==> src/rtl/swj_pkg.sv <==
package swj_pkg;

  typedef enum logic [1:0] {
    ST_IDLE,
    ST_LEAD,
    ST_CODE,
    ST_TRAIL
  } seqState_t;

  // Strobes from the control to the datapath, valid for one system clock
  typedef struct packed {
    logic load;        // accept start: latch code, first bit is a one
    logic advance;     // bit boundary: present the next bit
    logic nextIsCode;  // with advance: next bit comes from the code shifter
    logic finish;      // last bit ended: return lines to idle
  } seqStrobes_t;

endpackage

==> src/rtl/swj_control.sv <==
module swj_control
  import swj_pkg::*;
#(
  parameter int CNT_W    = 6,
  parameter int MIN_ONES = 50,
  parameter int CODE_W   = 16,
  parameter logic [CODE_W-1:0] CODE_TO_SW   = 16'hE79E,
  parameter logic [CODE_W-1:0] CODE_TO_JTAG = 16'hE73C
) (
  input  logic              clk,
  input  logic              rstN,
  input  logic              startReq,
  input  logic              toJtag,
  input  logic              recovery,
  input  logic [CNT_W-1:0]  onesCount,
  input  logic              bitEnd,
  output seqStrobes_t       strb,
  output logic [CODE_W-1:0] codeWord,
  output logic              busy,
  output logic              done
);

  localparam int CODE_CW = $clog2(CODE_W);
  localparam int BC_W    = (CODE_CW > CNT_W) ? CODE_CW : CNT_W;
  localparam logic [CNT_W-1:0] MIN_LEN   = CNT_W'(MIN_ONES);
  localparam logic [BC_W-1:0]  CODE_LAST = BC_W'(CODE_W - 1);

  seqState_t        state, stateNext;
  logic [BC_W-1:0]  bitCnt, bitCntNext;
  logic [CNT_W-1:0] leadLen;
  logic [CNT_W-1:0] leadEff;
  logic             recLatched;
  logic             accept;

  assign leadEff  = (onesCount < MIN_LEN) ? MIN_LEN : onesCount;
  assign codeWord = toJtag ? CODE_TO_JTAG : CODE_TO_SW;
  assign busy     = (state != ST_IDLE);
  assign accept   = (state == ST_IDLE) && startReq;

  always_comb begin
    stateNext  = state;
    bitCntNext = bitCnt;
    strb       = '0;
    unique case (state)
      ST_IDLE: begin
        if (startReq) begin
          strb.load  = 1'b1;
          stateNext  = ST_LEAD;
          bitCntNext = BC_W'(leadEff) - 1'b1;
        end
      end
      ST_LEAD: begin
        if (bitEnd) begin
          strb.advance = 1'b1;
          if (bitCnt == '0) begin
            strb.nextIsCode = 1'b1;
            stateNext       = ST_CODE;
            bitCntNext      = CODE_LAST;
          end else begin
            bitCntNext = bitCnt - 1'b1;
          end
        end
      end
      ST_CODE: begin
        if (bitEnd) begin
          if (bitCnt == '0) begin
            if (recLatched) begin
              strb.finish = 1'b1;
              stateNext   = ST_IDLE;
            end else begin
              strb.advance = 1'b1;
              stateNext    = ST_TRAIL;
              bitCntNext   = BC_W'(leadLen) - 1'b1;
            end
          end else begin
            strb.advance    = 1'b1;
            strb.nextIsCode = 1'b1;
            bitCntNext      = bitCnt - 1'b1;
          end
        end
      end
      ST_TRAIL: begin
        if (bitEnd) begin
          if (bitCnt == '0) begin
            strb.finish = 1'b1;
            stateNext   = ST_IDLE;
          end else begin
            strb.advance = 1'b1;
            bitCntNext   = bitCnt - 1'b1;
          end
        end
      end
      default: stateNext = ST_IDLE;
    endcase
  end

  always_ff @(posedge clk or negedge rstN) begin
    if (!rstN) begin
      state      <= ST_IDLE;
      bitCnt     <= '0;
      leadLen    <= MIN_LEN;
      recLatched <= 1'b0;
      done       <= 1'b0;
    end else begin
      state  <= stateNext;
      bitCnt <= bitCntNext;
      done   <= strb.finish;
      if (accept) begin
        leadLen    <= leadEff;
        recLatched <= recovery;
      end
    end
  end

endmodule

==> src/rtl/swj_datapath.sv <==
module swj_datapath
  import swj_pkg::*;
#(
  parameter int DIV_W  = 8,
  parameter int CODE_W = 16
) (
  input  logic              clk,
  input  logic              rstN,
  input  seqStrobes_t       strb,
  input  logic [CODE_W-1:0] codeWord,
  input  logic [DIV_W-1:0]  clkDiv,
  input  logic              active,
  output logic              tckOut,
  output logic              tmsOut,
  output logic              bitEnd
);

  logic [DIV_W-1:0]  halfCnt;
  logic [CODE_W-1:0] codeShift;
  logic              halfDone;

  assign halfDone = active && (halfCnt == clkDiv);
  assign bitEnd   = halfDone && tckOut;

  // Half-period timer of the generated clock
  always_ff @(posedge clk or negedge rstN) begin
    if (!rstN) begin
      halfCnt <= '0;
    end else if (!active || strb.load || halfDone) begin
      halfCnt <= '0;
    end else begin
      halfCnt <= halfCnt + 1'b1;
    end
  end

  // Generated clock: rises mid-bit, falls at every bit boundary
  always_ff @(posedge clk or negedge rstN) begin
    if (!rstN) begin
      tckOut <= 1'b0;
    end else if (strb.load || strb.advance || strb.finish) begin
      tckOut <= 1'b0;
    end else if (halfDone && !tckOut) begin
      tckOut <= 1'b1;
    end
  end

  // Code serialiser and data line, updated only at falling edges
  always_ff @(posedge clk or negedge rstN) begin
    if (!rstN) begin
      codeShift <= '0;
      tmsOut    <= 1'b1;
    end else if (strb.load) begin
      codeShift <= codeWord;
      tmsOut    <= 1'b1;
    end else if (strb.advance) begin
      if (strb.nextIsCode) begin
        tmsOut    <= codeShift[0];
        codeShift <= codeShift >> 1;
      end else begin
        tmsOut <= 1'b1;
      end
    end else if (strb.finish) begin
      tmsOut <= 1'b1;
    end
  end

endmodule

==> src/rtl/swj_switch_gen.sv <==
module swj_switch_gen
  import swj_pkg::*;
#(
  parameter int DIV_W    = 8,
  parameter int CNT_W    = 6,
  parameter int MIN_ONES = 50,
  parameter int CODE_W   = 16,
  parameter logic [CODE_W-1:0] CODE_TO_SW   = 16'hE79E,
  parameter logic [CODE_W-1:0] CODE_TO_JTAG = 16'hE73C
) (
  input  logic             clk,
  input  logic             rstN,
  input  logic             startReq,
  input  logic             toJtag,
  input  logic             recovery,
  input  logic [CNT_W-1:0] onesCount,
  input  logic [DIV_W-1:0] clkDiv,
  output logic             tckOut,
  output logic             tmsOut,
  output logic             busy,
  output logic             done
);

  seqStrobes_t       strb;
  logic [CODE_W-1:0] codeWord;
  logic              bitEnd;

  swj_control #(
    .CNT_W(CNT_W), .MIN_ONES(MIN_ONES), .CODE_W(CODE_W),
    .CODE_TO_SW(CODE_TO_SW), .CODE_TO_JTAG(CODE_TO_JTAG)
  ) u_ctrl (
    .clk(clk), .rstN(rstN), .startReq(startReq), .toJtag(toJtag),
    .recovery(recovery), .onesCount(onesCount), .bitEnd(bitEnd),
    .strb(strb), .codeWord(codeWord), .busy(busy), .done(done)
  );

  swj_datapath #(
    .DIV_W(DIV_W), .CODE_W(CODE_W)
  ) u_dp (
    .clk(clk), .rstN(rstN), .strb(strb), .codeWord(codeWord),
    .clkDiv(clkDiv), .active(busy), .tckOut(tckOut), .tmsOut(tmsOut),
    .bitEnd(bitEnd)
  );

endmodule

==> config.mk <==
export PLATFORM = sky130hd
export DESIGN_NAME = swj_switch_gen
export DESIGN_NICKNAME = d
export VERILOG_FILES = /design/src/rtl/swj_pkg.sv /design/src/rtl/swj_control.sv /design/src/rtl/swj_datapath.sv /design/src/rtl/swj_switch_gen.sv
export SDC_FILE = /design/constraint.sdc
export NUM_CORES = 1
export LEC_CHECK = 0
export ABC_AREA = 1
export ABC_CLOCK_PERIOD_IN_PS = 2900
export BUFFER_PORTS_ARGS = -buffer_cell sky130_fd_sc_hd__buf_2
export CAP_MARGIN = 10
export CORE_ASPECT_RATIO = 1.5
export CORE_MARGIN = 2
export CORE_UTILIZATION = 60
export DETAILED_ROUTE_END_ITERATION = 10
export PLACE_DENSITY = 0.89
export SLEW_MARGIN = 20
export SYNTH_ARGS = -nofsm -noshare
export SYNTH_HDL_FRONTEND = slang
export SYNTH_SLANG_ARGS = --single-unit
==> constraint.sdc <==
create_clock -name clk -period 2.9 [get_ports clk]
set_input_delay 0.29 -clock clk [delete_from_list [all_inputs] [get_ports clk]]
set_output_delay 0.29 -clock clk [all_outputs]
set_load 0.02 [all_outputs]
Word-level counts from Yosys, hierarchy flattened. Index checks and enable logic that the tools add are counted.

Bits of input ports: 19. Bits in latches: 0. RAM bits: 0. Word-level logic and storage cells: 92. Memories kept: 0. Flip-flop bits (word level): 42. Bits in read-only memories: 0. Output and inout bits: 4.

Multiplexer cells: 45. Bitwise logic cells: 0. Shift-type cells: 0. Multiply operators: 0. Add/sub/neg operators: 4. Div/mod/pow operators: 0. Equal/unequal tests: 13. $lt $le $gt $ge: 1. Reduce and logical (&&, ||, !) cells: 20.

Operators by type and width (number): 6-bit 2-to-1 mux (9); 16-bit 2-to-1 mux (3); 6-bit one-hot mux with 4 select lines (1); 2-bit 2-to-1 mux (9); 6-bit by 1-bit subtractor with 6-bit output (second input constant) (3); 1-bit 2-to-1 mux (16); 8-bit 2-to-1 mux (2); 2-bit inequality test (second input constant) (5); 8-bit by 1-bit adder with 8-bit output (second input constant) (1); 8-bit == test (1); 2-bit one-hot mux with 4 select lines (1); 2-bit nonzero test (4); 7-bit AND reduction (1); 6-bit zero test (1); 6-bit < comparator (second input constant) (1); 2-bit by 1-bit inequality test with 1-bit output (second input constant) (3); 6-bit AND reduction (1); 2-bit == test (second input constant) (2); 1-bit logical AND (4); 1-bit logical OR (4); 1-bit one-hot mux with 2 select lines (2); 3-bit 2-to-1 mux (1); 3-bit inequality test (second input constant) (1); 1-bit one-hot mux with 3 select lines (1); other kinds (5) (6).

Longest topological paths before layout. Gate-level depths: netlist (run 1).

Depth after elaboration: 8. Gate-level depth with buffers: 12.

By module. A second synthesis (run 1) with hierarchy kept.

Cells, all modules: 367. Area total of the unflattened synthesis: 2776.4 sq um.

Modules (own cells, without submodules): swj_control (cells an instance 210, instances 1, area an instance 1465.2 sq um, seq. area each 404.1 sq um); swj_datapath (cells an instance 157, instances 1, area an instance 1311.3 sq um, seq. area each 651.9 sq um).

Worst setup path before layout (run 1). Ideal clock, no wire load.

Kind: register to register. Start point: reg u_ctrl.state[0]. End point: reg u_dp.codeShift[15]. Required time: 2.777 ns. Buffers on the path: 1. Path slack: 1.133 ns. Arrival time: 1.644 ns. Stages on the path, launching flop included: 13. Setup time: 0.123 ns. Cells stage by stage: dfrtp_1 -> inv_1 -> ha_1 -> inv_2 -> nand2_1 -> nand2_2 -> nand2_1 -> inv_2 -> nor2_2 -> nand3_4 -> buf_8 -> nand2_1 -> nand2_1.

Longest elaborated chain between the ends: 7.

RTL lines: from (decl) (RTL line swj_control.sv:28) `seqState_t state, stateNext;`; from (signal assigned) (RTL line swj_control.sv:105) `state <= stateNext;`; 2-bit nonzero test (RTL line swj_control.sv:37) `assign busy = (state != ST_IDLE);`; 1-bit logical AND (RTL line swj_datapath.sv:22) `assign halfDone = active && (halfCnt == clkDiv);`; 1-bit logical AND (RTL line swj_datapath.sv:23) `assign bitEnd = halfDone && tckOut;`; 1-bit 2-to-1 mux (tied with other cells) (RTL line swj_control.sv:83) `if (bitEnd) begin`; 1-bit one-hot mux with 3 select lines or 1-bit one-hot mux with 2 select lines (tied branches) (RTL line swj_control.sv:44) `unique case (state)`; 2-bit nonzero test (no line); 2-bit AND reduction (no line); to (signal assigned) (RTL line swj_datapath.sv:53) `codeShift <= codeWord;`; to (signal assigned) (RTL line swj_datapath.sv:58) `codeShift <= codeShift >> 1;`; to (decl) (RTL line swj_datapath.sv:19) `logic [CODE_W-1:0] codeShift;`.

Parallel ways exist; a longest one is shown, timed or not. A chain may end at the register's enable or synchronous reset.

Worst setup path after layout (run 1).
Start point: reg u_ctrl.bitCnt[0]. End point: reg u_dp.codeShift[3].

Longest elaborated chain between the ends: 6.

RTL lines: from (decl) (RTL line swj_control.sv:29) `logic [BC_W-1:0] bitCnt, bitCntNext;`; from (signal assigned) (RTL line swj_control.sv:106) `bitCnt <= bitCntNext;`; 6-bit zero test * (RTL line swj_control.sv:55, swj_control.sv:66, swj_control.sv:84); 1-bit 2-to-1 mux, on equally long branches (RTL line swj_control.sv:66, swj_control.sv:84, swj_control.sv:55); 1-bit 2-to-1 mux (tied with other cells) (RTL line swj_control.sv:83); 1-bit one-hot mux with 3 select lines or 1-bit one-hot mux with 2 select lines (tied branches) (RTL line swj_control.sv:44); 2-bit nonzero test (no line); 2-bit AND reduction (no line) *.

Every way passes the cells marked *; elsewhere a longest branch is shown, timed or not.

==> key figures, run 1 <==
Pwr
  – Leakage: 0.00166 uW
  – Sw Share: 45.9%
  – Power Total: 2770 uW
  – P per Cell Area: between 800 and 900 nW/um2
  – Seq pwr share: 32.1%
  – Clock power frac: 16.9%
  – Net Switching: 1270 uW
  – Gate power share: 51.1%
  – Worst-case vdd ir drop: 582 uV
  – Internal power: 1500 uW

Setup path
  – CP Launch Type: register
  – Critical Path Most Common Cell: nand2_1
  – Flop-to-flop setup slack: 0.62 ns
  – Reg2reg end: u_dp.codeShift[3]
  – CP required: around 3.1 ns
  – FF-to-FF path depth: 12
  – Worst-path cell chain: inv_1 > ha_1 > nand3_1 > nor2_1 > inv_1 > nand2_1 > nand2_2 > inv_2 > nand3_4 > nand2_4 > nand2_1 > nand2_1
  – Crit path launch: u_ctrl.bitCnt[0]
  – CP top delay family: simple AND/OR/NAND/NOR gates
  – Critical-path top delay cell: dfrtp_1
  – Crit path largest cell delay: 0.41 ns
  – Arrival @ worst endpoint: 2.52 ns
  – Critical Path Sink Type: register
  – Max Fanout on Critical Path: 18
  – Worst r2r src: u_ctrl.bitCnt[0]
  – Crit Path Category: reg2reg
  – Crit path buffers/inverters: 3

Global route
  – Number of global-route vias before repair: approximately 2500
  – Wire length of the first global-routing pass: 10600 um
  – Total Routing Usage GR: 26.1%
  – Largest net degree at the start of global routing: 43
  – Initial antenna violation count: 0
  – Total grt overflow: 0

Outcome
  – Status: complete, no violations

Routing
  – Final wirelength: 6090 um
  – Drt via density: 5.25
  – Wire length per cell: 12.4 um
  – Vias: 2568
  – Remaining antenna violation count: 0
  – Initial DRC count: 136
  – Drt drc: 0
  – TritonRoute pass-1 iters: 4

Logic synthesis
  – Top post-synthesis cells by area: dfrtp_1 (33%), nand2_1 (16%), inv_1 (6.9%), nand3_1 (6.2%), nor2_1 (4.8%)
  – Xor/xnor cell area share of the yosys netlist: 1.23%
  – Adder-cell share of the synthesized area: 4.40%
  – Syn avg cell area: ~7 um2
  – Netlist Area Pre-Place: 2840 um2
  – Number of library cell types mapped by synthesis: 33
  – Multiplexer share of the synthesized area: 0%
  – Largest family of logic cells by synthesized area: simple AND/OR/NAND/NOR gates
  – Cells after Synth: 399
  – Compound-Gate Fraction of Synth Area: 6.56%
  – Yosys warning total: 0
  – Mapped Nets: 428
  – Synth Register Bits: between 40 and 50
  – Area leader, netlist: dfrtp_1
  – Synth top area share: 33.5%
  – Sequential area share after synthesis: 37.1%
  – Post-synthesis simple-gate area fraction: 40.9%

Clocking
  – Total CTS buffers: 5
  – Clock sink total: 42
  – Clk buf depth: 2
  – H-tree levels: 2
  – Hold Buf Count CTS: 0
  – CTS tree: built
  – Root buffer cell: clkbuf_8
  – Setup Buffers After CTS: 0
  – Clk_lat worst skew: 0.30 ns
  – Post_cts resized: 0
  – Clk slew on worst S/H paths: 0.08 ns

Finish
  – Final Cell Area: 3110 um2
  – Post-route insts no fill: 489
  – Fill cell count: 392
  – Multi-input gate area: about 1500 um2
  – N_diodes: 0
  – Layout cells sized above 1: 18.8%
  – FF+latch area: 1060 um2
  – Final Core Density: slightly below 70%
  – Total Nets Final: 453
  – Area Growth Syn to Fin: 9.55%

Timing
  – Final worst path period share: 78.6%
  – Clock Skews: 0.00765 ns
  – Slew Limit Headroom: 37.9%
  – Fmax: approximately 440 MHz
  – Setup TNS: 0 ns
  – Final hold violation count: 0
  – RSZ-0062 raised after global routing: no
  – Fin. max-slew vios: 0
  – Slew @ Worst Pin: a little over 0.9 ns
  – Final Critical Period: 2.28 ns
  – Final setup violation count: 0

Place
  – Dpl cells: roughly 480
  – DP Wirelength: roughly 4600 um
  – Global placement routability congestion: 0.950
  – Buffers on Ports: 22
  – Cell Area, Placed: 3000 um2

Die
  – Placeable core area: 4540 um2
  – Row count: 30
  – Die height: 88.3 um
  – Die area: 5320 um2
  – DIE WIDTH: 60.2 um
  – IO Pins: 23
  – Initial Util: around 63%

Job
  – Maxcap violations: 0

Hold path
  – Min-Delay Path Class: in2async
[layer usage]
metal | GRT usage, % | part of all wire, %
met3 | 4.09 | 4.7
met4 | 11.5 | 3.1
met2 | 46.2 | 52
met1 | 30.2 | 40
met5 | 0 | 0
[power groups by stage]
stage	clock, uW	combinational [uW]	sequential, uW
2_1_floorplan	0	1120	860
3_3_place_gp	0	1350	886
3_5_place_dp	0	1390	894
4_1_cts	473	1400	885
5_1_grt	492	1630	907
6_report	467	1410	887
[final cells by class]
cell class / instances / share of cell area [%]
multi-input combinational: 289 / 48.5
inverter: 63 / 7.59
timing repair buffer: 23 / 3.78
sequential: 42 / 33.9
clock inverter: 3 / 1.45
tap: 64 / 2.57
clock buffer: 5 / 2.21
[Yosys cell counts, drive strengths merged]
library cell / n
nand2: 134
nor3b: 1
nand4: 9
dfstp: 4
a31oi: 1
dfrtp: 38
xor2: 4
nand3b: 1
clkbuf: 1
o21ai: 16
a22oi: 1
buf: 4
clkinv: 1
nand3: 47
nor3: 6
o211ai: 1
inv: 62
nor2: 40
a21oi: 11
ha: 10
o21a: 1
or2: 6
[worst max-delay path by stage]
stage,slack (ns),cells after the start,endpoint
finish,0.62,12,u_dp.codeShift[3]
global route,0.40,12,u_dp.codeShift[4]
CTS,0.64,12,u_dp.codeShift[3]
detailed placement,0.69,12,u_dp.codeShift[7]
global placement,0.82,12,u_dp.codeShift[3]
floorplan,1.13,12,u_dp.codeShift[15]
[registers in the layout, summed over array words and instances, names as in the netlist]
register           count
u_ctrl.bitCnt          6
u_ctrl.done            1
u_ctrl.leadLen         6
u_ctrl.recLatched      1
u_ctrl.state           2
u_dp.codeShift        16
u_dp.halfCnt           8
u_dp.tckOut            1
u_dp.tmsOut            1
[through the flow]
step	hold slack, ns	worst slack, ns
finish	0.126	0.621
CTS	0.150	0.642
global route	0.195	0.395
floorplan	-0.00559	1.13
global placement	0.466	0.819
detailed placement	0.472	0.694
[cells in the final DEF (no fill, tap or decap), drive strengths merged, types with 2 or more instances in the layout]
cell type	synthesis	final
nor3	6	6
ha	10	10
nand4	9	9
clkbuf	1	5
inv	62	62
a21oi	11	11
nand2	134	134
nor2	40	40
xor2	4	4
nand3	47	47
clkinvlp	0	2
dfstp	4	4
or2	6	6
dfrtp	38	38
buf	4	23
o21ai	16	16
[cell families (layout without fill, tap and decap cells)]
family / Yosys count / in the layout
compound gates: 31 / 31
xor+xnor: 4 / 4
fa+ha+maj: 10 / 10
buf+inv: 68 / 94
flops: 42 / 42
simple gates: 244 / 244
Power figures use the tool's default switching activity.
==> inputs of run 2 (changes only) <==
--- a/config.mk
+++ b/config.mk
@@ -5,15 +5,15 @@
 export SDC_FILE = /design/constraint.sdc
 export NUM_CORES = 1
 export LEC_CHECK = 0
-export ABC_AREA = 1
-export ABC_CLOCK_PERIOD_IN_PS = 2900
+export ABC_AREA = 0
+export ABC_CLOCK_PERIOD_IN_PS = 2100
 export BUFFER_PORTS_ARGS = -buffer_cell sky130_fd_sc_hd__buf_2
 export CAP_MARGIN = 10
 export CORE_ASPECT_RATIO = 1.5
 export CORE_MARGIN = 2
-export CORE_UTILIZATION = 60
+export CORE_UTILIZATION = 59
 export DETAILED_ROUTE_END_ITERATION = 10
-export PLACE_DENSITY = 0.89
+export PLACE_DENSITY = 0.88
 export SLEW_MARGIN = 20
 export SYNTH_ARGS = -nofsm -noshare
 export SYNTH_HDL_FRONTEND = slang
==> constraint.sdc (replaced) <==
create_clock -name clk -period 2.1 [get_ports clk]
set_input_delay 0.21 -clock clk [delete_from_list [all_inputs] [get_ports clk]]
set_output_delay 0.21 -clock clk [all_outputs]
set_load 0.02 [all_outputs]
==> run 2 against run 1 <==
Effect of this change: setup slack worse by 0.54 ns; critical path type unchanged; critical endpoint is now u_ctrl.bitCnt[1]; final cell count down 29%; sequential power up 17%; maximum frequency up 13%; critical path depth down 7; core utilization up 1.5 points.
==> key figures, run 2 <==
Logic synthesis
  – Synth cell count leaders: dfrtp_1 (38), a21oi_1 (20), inv_1 (18) (was nand2_1 (124), inv_1 (52), dfrtp_1 (38))
  – Xor/xnor cell area share of the yosys netlist: 7.34% (was 1.23%)
  – Cells after Synth: 259 (was 399)
  – Area leader, netlist: dfrtp_1 (unchanged)
  – Synth Register Bits: 42 (unchanged)
  – Top-count cell post-synth: dfrtp_1 (was nand2_1)
  – Multiplexer share of the synthesized area: 4.20% (was 0%)
  – Adder-cell share of the synthesized area: 5.00% (was 4.40%)
  – Post-synthesis simple-gate area fraction: 18.8% (was 40.9%)
  – Synth Flop Type: dfrtp_1 (unchanged)
  – Top post-synthesis cells by area: dfrtp_1 (38%), xor2_1 (5.6%), ha_1 (5.0%), dfstp_2 (4.2%), a21oi_1 (4.0%) (was dfrtp_1 (33%), nand2_1 (16%), inv_1 (6.9%), nand3_1 (6.2%), nor2_1 (4.8%))
  – Yosys warning total: 0 (unchanged)
  – Number of library cell types mapped by synthesis: 58 (was 33)
  – Largest family of logic cells by synthesized area: simple AND/OR/NAND/NOR gates (unchanged)
  – Share of synthesized flip-flops with an asynchronous set or reset: 100% (unchanged)
  – Mapped Nets: 288 (was 428)
  – Netlist Area Pre-Place: 2500 um2 (was 2840 um2)
  – Compound-Gate Fraction of Synth Area: 17.7% (was 6.56%)
  – Number of flops mapped to enable cells by yosys: 0 (unchanged)
  – Syn avg cell area: 9.67 um2 (was 7.12 um2)
  – Synth top area share: 38.0% (was 33.5%)
  – Sequential area share after synthesis: 42.2% (was 37.1%)

Die
  – Die area: 4790 um2 (was 5320 um2)
  – IO Pins: 23 (unchanged)
  – Placeable core area: 4170 um2 (was 4540 um2)
  – Die height: 83.8 um (was 88.3 um)
  – DIE WIDTH: 57.2 um (was 60.2 um)
  – Initial Util: 60.0% (was 62.6%)
  – Row count: 29 (was 30)

Finish
  – Largest register FFs: 16 (unchanged)
  – Layout cells sized above 1: 24.7% (was 18.8%)
  – Largest registers: u_dp.codeShift x16, u_dp.halfCnt x8 (unchanged)
  – Final Core Density: 70.0% (was 68.6%)
  – N_diodes: 0 (unchanged)
  – Area Growth Syn to Fin: 16.7% (was 9.55%)
  – Most frequent cells in the layout: dfrtp_1 (37), buf_2 (22), a21oi_1 (20) (was nand2_1 (124), inv_1 (52), dfrtp_1 (38))
  – Largest Register: u_dp.codeShift (unchanged)
  – Fill cell count: 298 (was 392)
  – Commonest non-fill, non-tap cell in the layout: dfrtp_1 (was nand2_1)
  – Multi-input gate area: 1350 um2 (was 1510 um2)
  – Post-route insts no fill: 345 (was 489)
  – Total Nets Final: 327 (was 453)
  – FF+latch area: 1060 um2 (about the same)

Clocking
  – Clock sink total: 42 (unchanged)
  – H-tree levels: 2 (unchanged)
  – Clk buf depth: 2 (unchanged)
  – Clk_lat worst skew: 0.30 ns (about the same)
  – Root buffer cell: clkbuf_8 (unchanged)
  – Clk slew on worst S/H paths: 0.08 ns (about the same)
  – CTS tree: built (unchanged)
  – Total CTS buffers: 5 (unchanged)

Outcome
  – Status: complete, no violations (unchanged)

Global route
  – Number of global-route vias before repair: 2132 (was 2452)
  – GR Layer Usage met1: 27.9% (was 30.2%)
  – Total Routing Usage GR: 24.9% (was 26.1%)
  – Wire length of the first global-routing pass: 9390 um (was 10600 um)
  – M3 GR Usage: 5.27% (was 4.09%)
  – Grt peak-use layer: met2 (unchanged)
  – Initial antenna violation count: 0 (unchanged)
  – Total grt overflow: 0 (unchanged)
  – M2 GR Usage: 43.8% (was 46.2%)
  – Largest net degree at the start of global routing: 43 (unchanged)

Timing
  – Setup TNS: 0 ns (unchanged)
  – Slew @ Worst Pin: 0.513 ns (was 0.931 ns)
  – Final worst path period share: 96.2% (was 78.6%)
  – Final hold violation count: 0 (unchanged)
  – Fmax: 495 MHz (was 439 MHz)
  – Clock Skews: 0.00785 ns (was 0.00765 ns)
  – Final Critical Period: 2.02 ns (was 2.28 ns)
  – Fin. max-slew vios: 0 (unchanged)
  – Slew Limit Headroom: 65.8% (was 37.9%)
  – Final setup violation count: 0 (unchanged)

Routing
  – TritonRoute pass-1 iters: 5 (was 4)
  – Drt via density: 6.21 (was 5.25)
  – Initial DRC count: 79 (was 136)
  – Drt drc: 0 (unchanged)
  – Final wirelength: 5480 um (was 6090 um)
  – Vias: 2141 (was 2568)
  – Wire length per cell: 15.9 um (was 12.4 um)
  – Remaining antenna violation count: 0 (unchanged)

Setup path
  – Reg2reg end: u_ctrl.bitCnt[1] (was u_dp.codeShift[3])
  – Worst r2r src: u_dp.halfCnt[0] (was u_ctrl.bitCnt[0])
  – CP Launch Type: register (unchanged)
  – CP required: 2.27 ns (was 3.14 ns)
  – Critical Path Sink Type: register (unchanged)
  – Max Fanout on Critical Path: 5 (was 18)
  – Crit Path Category: reg2reg (unchanged)
  – FF-to-FF path depth: 5 (was 12)
  – Arrival @ worst endpoint: 2.19 ns (was 2.52 ns)
  – Flop-to-flop setup slack: 0.08 ns (was 0.62 ns)

Place
  – DP Wirelength: 4060 um (was 4580 um)
  – Global placement routability congestion: 0.907 (was 0.950)
  – Dpl cells: 334 (was 481)
  – Buffers on Ports: 22 (unchanged)

Hold path
  – Min-Delay Path Class: in2reg (was in2async)
  – Hold EP: u_ctrl.recLatched
  – Hold path cells: 2
  – HP Start: recovery

Pwr
  – Leakage: 0.00136 uW (was 0.00166 uW)
  – Worst-case vdd ir drop: 693 uV (was 582 uV)
  – P per Cell Area: 776 nW/um2 (was 889 nW/um2)

Job
  – Maxcap violations: 0 (unchanged)
run 2: changes by cell type after synthesis, sizes merged, moves of 12 or more:
cell,change
nand2,-116
nor2,-29
xor2,+12
nand3,-40
inv,-44
run 2: routing by layer:
layer | part of all wire (%) | vias up
li1 | - | 1006
met3 | 5.3 | 23
met4 | 3.2 | 0
met1 | 39 | 1030
met5 | 0 | -
met2 | 52 | 82
run 2: cell families after synthesis:
logic type | after synthesis
adders and majority gates | 10
muxes | 10
DFF | 42
and+or+nand+nor | 82
buffers and inverters | 28
AOI/OAI and AO/OA | 66
xor gates and xnor gates | 21
run 2: area by class of cell:
type | instances | share of cell area, %
well taps | 46 | 1.97
clock buffers | 6 | 2.48
inverters | 18 | 2.31
repair buffers | 42 | 9.55
flip-flops and latches | 42 | 36.2
clock inverters | 2 | 1.28
multi-input cells | 189 | 46.2
run 2: per-stage QoR:
stage | area (um2) | setup WS, ns | hold WS [ns] | total power, uW
finish | 2920 | 0.0806 | 0.146 | 2270
detailed placement | 2760 | -0.0100 | 0.307 | 1630
global route | 2920 | -0.00423 | 0.142 | 2390
CTS | 2890 | 0.0235 | 0.142 | 2260
global placement | 2760 | 0.108 | 0.300 | 1590
floorplan | 2500 | 0.0679 | -0.0856 | 1450
run 2: how the worst max path moves through the flow:
stage                     slack [ns]                to       startpoint  cells after the start
after floorplan                 0.07  u_ctrl.bitCnt[1]  u_ctrl.state[0]                      6
after global placement          0.11  u_ctrl.bitCnt[2]  u_ctrl.state[0]                      7
after detailed placement       -0.01  u_ctrl.bitCnt[1]  u_ctrl.state[0]                      6
after CTS                       0.02  u_ctrl.bitCnt[5]  u_ctrl.state[0]                      7
after global routing          -0.004  u_ctrl.bitCnt[1]  u_dp.halfCnt[0]                      5
final                           0.08  u_ctrl.bitCnt[1]  u_dp.halfCnt[0]                      5
run 2: what timing repair did:
action | in CTS | in global routing
setup endpoints to repair | 2 | 19
resized for setup | 1 | 7
hold buffers | 1 | 0
pin swaps | 1 | 3
setup buffers | 0 | 2
hold endpoints to repair | 38 | 0
run 2: critical path: stages, from the launching register on:
cell and delay, ns:
dfrtp_2 0.44, xor2_1 0.19, nor4_4 0.37, nand4_1 0.24, a21oi_4 0.26, mux2_2 0.38
run 2: power breakdown:
group | internal [uW] | leakage (uW) | total, uW | switching, uW
registers | 924 | 0.000516 | 1040 | 117
clock network | 354 | 0.0000514 | 624 | 270
logic | 271 | 0.000796 | 601 | 329
total | 1550 | 0.00136 | 2270 | 717
==> inputs of run 3 (changes only) <==
==> constraint.sdc (replaced) <==
create_clock -name clk -period 2.1 [get_ports clk]
set_input_delay 0 -clock clk [delete_from_list [all_inputs] [get_ports clk]]
set_output_delay 0 -clock clk [all_outputs]
set_load 0.02 [all_outputs]
==> run 3 against run 2 <==
Effect of this change: sequential share of layout area grew 0.27 points; global-route usage shrank 1.1 points; largest cell class unchanged; die area is the same; critical endpoint is now u_ctrl.bitCnt[2]; total power shrank 5.2%; final cell count grew 0.29%; design area shrank 0.86%; first-iteration DRC count grew 39%; maximum frequency shrank 0.64%; worst hold slack lost 0.13 ns.
==> key figures, run 3 (synthesis results as in run 2) <==
Timing
  – Hold slack: 0.0134 ns (was 0.146 ns)
  – Fin. max-slew vios: 0 (unchanged)
  – Final setup violation count: 0 (unchanged)
  – Fmax: 492 MHz (was 495 MHz)
  – Clock Skews: 0.00742 ns (was 0.00785 ns)
  – Final worst path period share: 96.8% (was 96.2%)
  – Final Critical Period: 2.03 ns (was 2.02 ns)
  – Slew Limit Headroom: 39.6% (was 65.8%)
  – Final hold violation count: 0 (unchanged)
  – Slew @ Worst Pin: 0.907 ns (was 0.513 ns)

Global route
  – Number of global-route vias before repair: 2094 (was 2132)
  – Total Routing Usage GR: 23.8% (was 24.9%)
  – Largest net degree at the start of global routing: 43 (unchanged)
  – Initial antenna violation count: 0 (unchanged)
  – Total grt overflow: 0 (unchanged)
  – Wire length of the first global-routing pass: 8940 um (was 9390 um)

Routing
  – Final wirelength: 5470 um (was 5480 um)
  – Drt via density: 5.98 (was 6.21)
  – Initial DRC count: 110 (was 79)
  – Wire length per cell: 15.8 um (was 15.9 um)
  – TritonRoute pass-1 iters: 4 (was 5)
  – Drt drc: 0 (unchanged)
  – Vias: 2070 (was 2141)
  – Remaining antenna violation count: 0 (unchanged)

Pwr
  – Clock power frac: 24.1% (was 27.5%)
  – P per Cell Area: 742 nW/um2 (was 776 nW/um2)
  – Seq pwr share: 48.3% (was 46.0%)
  – Leakage: 0.00136 uW (about the same)
  – Gate power share: 27.6% (was 26.5%)
  – Sw Share: 33.9% (was 31.6%)
  – Worst-case vdd ir drop: 763 uV (was 693 uV)
  – Net Switching: 729 uW (was 717 uW)
  – Internal power: 1420 uW (was 1550 uW)

Setup path
  – Crit path launch: u_ctrl.state[0] (was u_dp.halfCnt[0])
  – Max Fanout on Critical Path: 8 (was 5)
  – Worst r2r src: u_ctrl.state[0] (was u_dp.halfCnt[0])
  – Reg2reg end: u_ctrl.bitCnt[2] (was u_ctrl.bitCnt[1])
  – CP required: 2.29 ns (was 2.27 ns)
  – Arrival @ worst endpoint: 2.22 ns (was 2.19 ns)
  – FF-to-FF path depth: 6 (was 5)
  – Critical Path Sink Type: register (unchanged)
  – Flop-to-flop setup slack: 0.07 ns (was 0.08 ns)
  – CP Launch Type: register (unchanged)
  – CP endpoint: u_ctrl.bitCnt[2] (was u_ctrl.bitCnt[1])
  – Crit Path Category: reg2reg (unchanged)

Clocking
  – Clk_lat worst skew: 0.30 ns (about the same)
  – Root buffer cell: clkbuf_8 (unchanged)
  – Clock sink total: 42 (unchanged)
  – Clk buf depth: 2 (unchanged)
  – CTS tree: built (unchanged)
  – Total CTS buffers: 5 (unchanged)
  – Clk slew on worst S/H paths: 0.08 ns (about the same)
  – H-tree levels: 2 (unchanged)

Place
  – DP Wirelength: 4090 um (was 4060 um)
  – Global placement routability congestion: 0.899 (was 0.907)
  – Buffers on Ports: 22 (unchanged)

Job
  – Maxcap violations: 0 (unchanged)

Die
  – Die area: 4790 um2 (unchanged)
  – Die height: 83.8 um (unchanged)
  – Row count: 29 (unchanged)
  – DIE WIDTH: 57.2 um (unchanged)
  – Initial Util: 60.0% (unchanged)
  – Placeable core area: 4170 um2 (unchanged)
  – IO Pins: 23 (unchanged)

Finish
  – Most frequent cells in the layout: dfrtp_1 (38), buf_2 (22), a21oi_1 (20) (was dfrtp_1 (37), buf_2 (22), a21oi_1 (20))
  – Largest Register: u_dp.codeShift (unchanged)
  – Total Nets Final: 328 (was 327)
  – FF+latch area: 1060 um2 (about the same)
  – Largest registers: u_dp.codeShift x16, u_dp.halfCnt x8 (unchanged)
  – Final Core Density: 69.4% (was 70.0%)
  – Multi-input gate area: 1340 um2 (was 1350 um2)
  – Layout cells sized above 1: 22.7% (was 24.7%)
  – Area Growth Syn to Fin: 15.7% (was 16.7%)
  – Fill cell count: 311 (was 298)
  – N_diodes: 0 (unchanged)
  – Largest register FFs: 16 (unchanged)
  – Commonest non-fill, non-tap cell in the layout: dfrtp_1 (unchanged)

Hold path
  – Min-Delay Path Class: in2reg (unchanged)
  – Hold path cells: 3 (was 2)
  – HP Start: toJtag (was recovery)

Outcome
  – Status: complete, no violations (unchanged)
-- run 3: per-stage QoR --
stage	std cells	setup slack [ns]	area [um2]	power, uW	setup TNS (ns)
after global routing	346	-0.0176	2900	2270	-0.0433
after floorplan	259	0.0679	2500	1450	0
after CTS	344	0.00312	2880	2160	0
after detailed placement	333	-0.0130	2750	1640	-0.0130
final	346	0.0677	2900	2150	0
after global placement	333	0.108	2750	1590	0
-- run 3: area by class of cell --
class                      count  area share (%)
timing repair buffer          43            10.1
multi-input combinational    189            46.2
clock buffer                   6            2.50
sequential                    42            36.4
tap                           46            1.99
clock inverter                 2           0.475
inverter                      18            2.33
-- run 3: how the worst min path moves through the flow --
stage | end | slack (ns)
2_1_floorplan | u_ctrl.bitCnt[0] | -0.30
3_3_place_gp | u_ctrl.bitCnt[3] | 0.17
3_5_place_dp | u_ctrl.bitCnt[4] | 0.18
4_1_cts | u_ctrl.leadLen[2] | 0.01
5_1_grt | u_dp.codeShift[1] | 0.04
6_report | u_dp.codeShift[1] | 0.01
-- run 3: power groups by stage --
stage	logic (uW)	clock network [uW]	registers, uW
after global routing	662	555	1050
after global placement	547	0	1050
after detailed placement	583	0	1050
after floorplan	401	0	1050
final	593	519	1040
after CTS	594	527	1040
-- run 3: worst max-delay path: stages, from the launching register on --
cell      delay [ns]
dfrtp_1         0.42
buf_4           0.15
ha_1            0.28
or3_1           0.44
and2_1          0.20
a221o_1         0.29
o21bai_1        0.15
-- run 3: timing repair --
action / in CTS / in global routing
hold buffers: 3 / 0
setup buffers: 0 / 2
gates resized for setup: 1 / 3
hold endpoints to repair: 40 / 0
pin swaps: 0 / 3
endpoints found under the setup margin: 3 / 21
-- run 3: per-layer routing --
metal  share of wire (%)  up-vias  track usage (%)
li1                    -     1011                -
met1                  42      990             27.0
met2                  52       58             42.7
met3                 3.8       11             4.65
met4                 1.5        0             9.30
met5                   0        -                0
